[src/rtl/sram_model_pkg.sv]
package sram_model_pkg;

    typedef enum logic [2:0] {
        MODE_DESELECTED = 3'd0,
        MODE_DISABLED   = 3'd1,
        MODE_WRITE      = 3'd2,
        MODE_READ       = 3'd3,
        MODE_OUTPUT_OFF = 3'd4
    } sram_mode_e;

    typedef struct packed {
        logic sel_n;
        logic wen_n;
        logic en;
        logic oen_n;
    } ctrl_t;

    localparam ctrl_t CTRL_IDLE = '{sel_n: 1'b1, wen_n: 1'b1, en: 1'b0, oen_n: 1'b1};

    function automatic logic write_active(input ctrl_t c);
        return !c.wen_n && !c.sel_n && c.en;
    endfunction

    function automatic sram_mode_e decode_mode(input ctrl_t c);
        if (c.sel_n)        return MODE_DESELECTED;
        else if (!c.en)     return MODE_DISABLED;
        else if (!c.wen_n)  return MODE_WRITE;
        else if (!c.oen_n)  return MODE_READ;
        else                return MODE_OUTPUT_OFF;
    endfunction

endpackage

[src/rtl/sram_write_tracker.sv]
module sram_write_tracker
    import sram_model_pkg::*;
#(
    parameter int ADDR_W = 11
) (
    input  logic              clk,
    input  logic              rst,
    input  ctrl_t             ctrl_now,
    input  ctrl_t             ctrl_q,
    input  logic [ADDR_W-1:0] addr_now,
    input  logic [ADDR_W-1:0] addr_q,
    output logic              commit,
    output logic              proto_err
);

    logic wr_now;
    logic wr_held;
    logic addr_moved;

    always_comb begin
        wr_now     = write_active(ctrl_now);
        wr_held    = write_active(ctrl_q);
        addr_moved = (addr_now != addr_q);
        // the write ends at the first sample where its condition is false
        commit     = wr_held && !wr_now;
    end

    always_ff @(posedge clk) begin
        if (rst) proto_err <= 1'b0;
        else     proto_err <= wr_held && wr_now && addr_moved;
    end

    // a flagged error implies a write was in progress at the prior sample
    p_err_needs_write_r7: assert property (@(posedge clk) disable iff (rst)
        proto_err |-> $past(write_active(ctrl_q)));

    // the error never stays up two cycles unless the write is still held
    p_err_one_shot_r7: assert property (@(posedge clk) disable iff (rst)
        (proto_err && !write_active(ctrl_q)) |=> !proto_err);

endmodule

[config.mk]
export PLATFORM = sky130hd
export DESIGN_NAME = sram_write_tracker
export DESIGN_NICKNAME = d
export VERILOG_FILES = /design/src/rtl/sram_model_pkg.sv /design/src/rtl/sram_write_tracker.sv
export SDC_FILE = /design/constraint.sdc
export NUM_CORES = 1
export LEC_CHECK = 0
export CAP_MARGIN = 25
export CORE_AREA = 2 2 39 41
export CTS_CLUSTER_SIZE = 24
export DETAILED_ROUTE_END_ITERATION = 6
export DIE_AREA = 0 0 41 43
export PLACE_DENSITY = 0.7
export SLEW_MARGIN = 20
export SYNTH_ARGS = -nofsm -noshare
export SYNTH_HDL_FRONTEND = slang
export SYNTH_SLANG_ARGS = --single-unit
[constraint.sdc]
create_clock -name clk -period 1.1 [get_ports clk]
set_clock_uncertainty 0.15 [all_clocks]
set_input_delay 0.22 -clock clk [delete_from_list [all_inputs] [get_ports clk]]
set_output_delay 0.22 -clock clk [all_outputs]
set_load 0.1 [all_outputs]
==> out/metrics.json, run 1 <==
{
  "post_synth_inst_count": 22,
  "violated_checks": "setup timing",
  "crit_path_start_kind": "input port",
  "via_count": 267,
  "power_density_nw_per_um2": 409.2,
  "floorplan.die.width_um": 41,
  "start_util_pct": 12.75,
  "final_max_slew_viol_count": 0,
  "ir_drop_v": 0.00008826,
  "final_cell_mix": "16 x sky130_fd_sc_hd__buf_2, 8 x sky130_fd_sc_hd__xnor2_1, 6 x sky130_fd_sc_hd__buf_6",
  "drv_cap": 0,
  "routed_length_per_instance_um": 9.214,
  "multi_input_area_um2": 202.7,
  "clk_pin_slew_ps": 0,
  "final_common_cell": "sky130_fd_sc_hd__buf_2",
  "post_drt_via_cell_ratio": 3.814,
  "largest_reg_flops": 1,
  "seq_area_frac_synth_pct": 11.35,
  "finalNetCount": 88,
  "first_iter_violations": 0,
  "cp-startpoint": "ctrl_q[3]",
  "total_standard_cell_area_after_synthesis_um2": 176.4,
  "critical_path.max_fanout": 2,
  "min_path_cells": 4,
  "drc": 0,
  "finalPower_mw": 0.2017,
  "slew_headroom_pct": 88.66,
  "registers_with_the_highest_flip_flop_counts": "proto_err: 1 flops",
  "synthesis.yosys.warnings": 0,
  "fin_setup_tns_ps": -92.43,
  "ioPinCount": 34,
  "worstSetupEndpointType": "output port",
  "required_ps": 730,
  "fillerInstances": 161,
  "number_of_global_route_vias_before_repair": 282,
  "hold_path.startpoint": "ctrl_now[2]",
  "input_output_buffers": 31,
  "synth.net_count": 54,
  "power.leakage_nw": 0.2119,
  "layout-drive-gt1-share_pct": 72.22,
  "fin_crit_sh_pct": 106.8,
  "timing.final.ws_setup_ps": -74.86,
  "grt_start_max_net_pins": 3,
  "grt_overflow_total": 0,
  "flow.area_growth_from_synthesis_pct": 179.4,
  "postSynthRegisterBits": 1,
  "min_delay_worst_endpoint": "proto_err$_SDFF_PP0_",
  "rsz0062_at_grt": "true",
  "registers.top_by_ff_count": "proto_err",
  "post_synth_num_cell_types": 9,
  "first_pass_grt_wire_length_mm": 1.062,
  "antenna_violations_before_repair": 0,
  "report.final.hold_viol_count": 0,
  "core_area_um2": 1384,
  "setup-violations-final": 2,
  "rows": 14,
  "track_usage_pct": 8.100,
  "die_area_um2": 1763,
  "route.antenna.remaining_nets": 0,
  "cp.arrival_ps": 800,
  "gp_routability_congestion": 0.5866,
  "max_freq_mhz": 851.2,
  "worstSetupPathType": "input port to output port",
  "wirelength_um": 645,
  "first_pass_drt_iterations": 1,
  "synth_area_per_cell_um2": 8.019,
  "hold_path_class": "input port to flop",
  "die_h_um": 43,
  "tightest_pin_transition_ps": 168.7,
  "status": "complete, but fails checks",
  "period_minus_slack_ps": 1175,
  "register_area_um2": 21.27,
  "diodes": 0
}
per-layer routing:
layer	vias up	wire length [um]	track usage [%]
met5	-	0	0
met4	0	0	0
met3	0	69	0
met2	11	400	17.19
met1	117	175	8.254
li1	139	-	-
worst max-delay path: stages:
cell	delay (ps)
sky130_fd_sc_hd__buf_6	90
sky130_fd_sc_hd__nor2_4	90
sky130_fd_sc_hd__nand2_2	80
sky130_fd_sc_hd__a21oi_4	140
sky130_fd_sc_hd__buf_12	180
how the worst max path moves through the flow:
stage                         to  slack, ps
after floorplan           commit       -180
after global placement    commit       -430
after detailed placement  commit       -440
after CTS                 commit        -70
after global routing      commit       -110
final                     commit        -70
stage by stage:
| stage | hold WS, ps | util, % | instances | cell area, um2 | setup WS (ps) |
|---|---|---|---|---|---|
| 2_1_floorplan | 133.6 | - | 22 | 198.9 | -184.7 |
| 3_3_place_gp | 531.6 | 40.24 | 70 | 556.8 | -428.6 |
| 3_5_place_dp | 535.2 | 40.24 | 70 | 556.8 | -439.9 |
| 4_1_cts | 367.8 | 36.35 | 71 | 503.0 | -73.63 |
| 5_1_grt | 385.6 | 35.62 | 70 | 493.0 | -106.1 |
| 6_report | 366.6 | 35.62 | 70 | 493.0 | -74.86 |
synth_stat cells:
master | number | area [um2]
sky130_fd_sc_hd__xnor2_1 | 11 | 96.34
sky130_fd_sc_hd__nand2_1 | 2 | 7.510
sky130_fd_sc_hd__nand4_1 | 2 | 12.51
sky130_fd_sc_hd__nor2_1 | 2 | 7.510
sky130_fd_sc_hd__a21oi_1 | 1 | 5.000
sky130_fd_sc_hd__dfxtp_1 | 1 | 20.02
sky130_fd_sc_hd__nand3_1 | 1 | 5.000
sky130_fd_sc_hd__nor3_2 | 1 | 10.01
sky130_fd_sc_hd__nor4_2 | 1 | 12.51
final cells by class:
class / instances / share of cell area (%)
multi-input cells: 21 / 41.12
repair buffers: 32 / 50.51
well taps: 16 / 4.061
flip-flops and latches: 1 / 4.315
where the power goes:
| part | switching (mW) | internal [mW] | total [mW] |
|---|---|---|---|
| clock | 0 | 0 | 0 |
| combinational | 0.0629 | 0.101 | 0.164 |
| sequential | 0.000165 | 0.0372 | 0.0374 |
cell families after synthesis:
kind of cell	count (synthesis)	share of synthesized area, %
AO/OA/AOI/OAI	1	2.834
AND/OR/NAND/NOR	9	31.20
flip-flops	1	11.35
XOR/XNOR	11	54.61
what timing repair did:
item	in CTS	in global routing
setup buffers	1	0
endpoints found under the setup margin	2	2
pin swaps	20	8
resized for setup	97	7
hold buffers	0	0
endpoints found under the hold margin	0	0
No activity file was read; power rests on OpenSTA's default activity.
==> run 2: changes to the inputs <==
--- a/config.mk
+++ b/config.mk
@@ -10,6 +10,7 @@
 export CTS_CLUSTER_SIZE = 24
 export DETAILED_ROUTE_END_ITERATION = 6
 export DIE_AREA = 0 0 41 43
+export MAX_ROUTING_LAYER = met4
 export PLACE_DENSITY = 0.7
 export SLEW_MARGIN = 20
 export SYNTH_ARGS = -nofsm -noshare
==> results of run 2 <==
Same layout as run 1: the final DEF is identical, and so are final timing and power.
Among the figures that moved: final weighted congestion in routability-driven placement 0.5866 -> 0.5900; overall routing resource usage 8.100% -> 8.299%
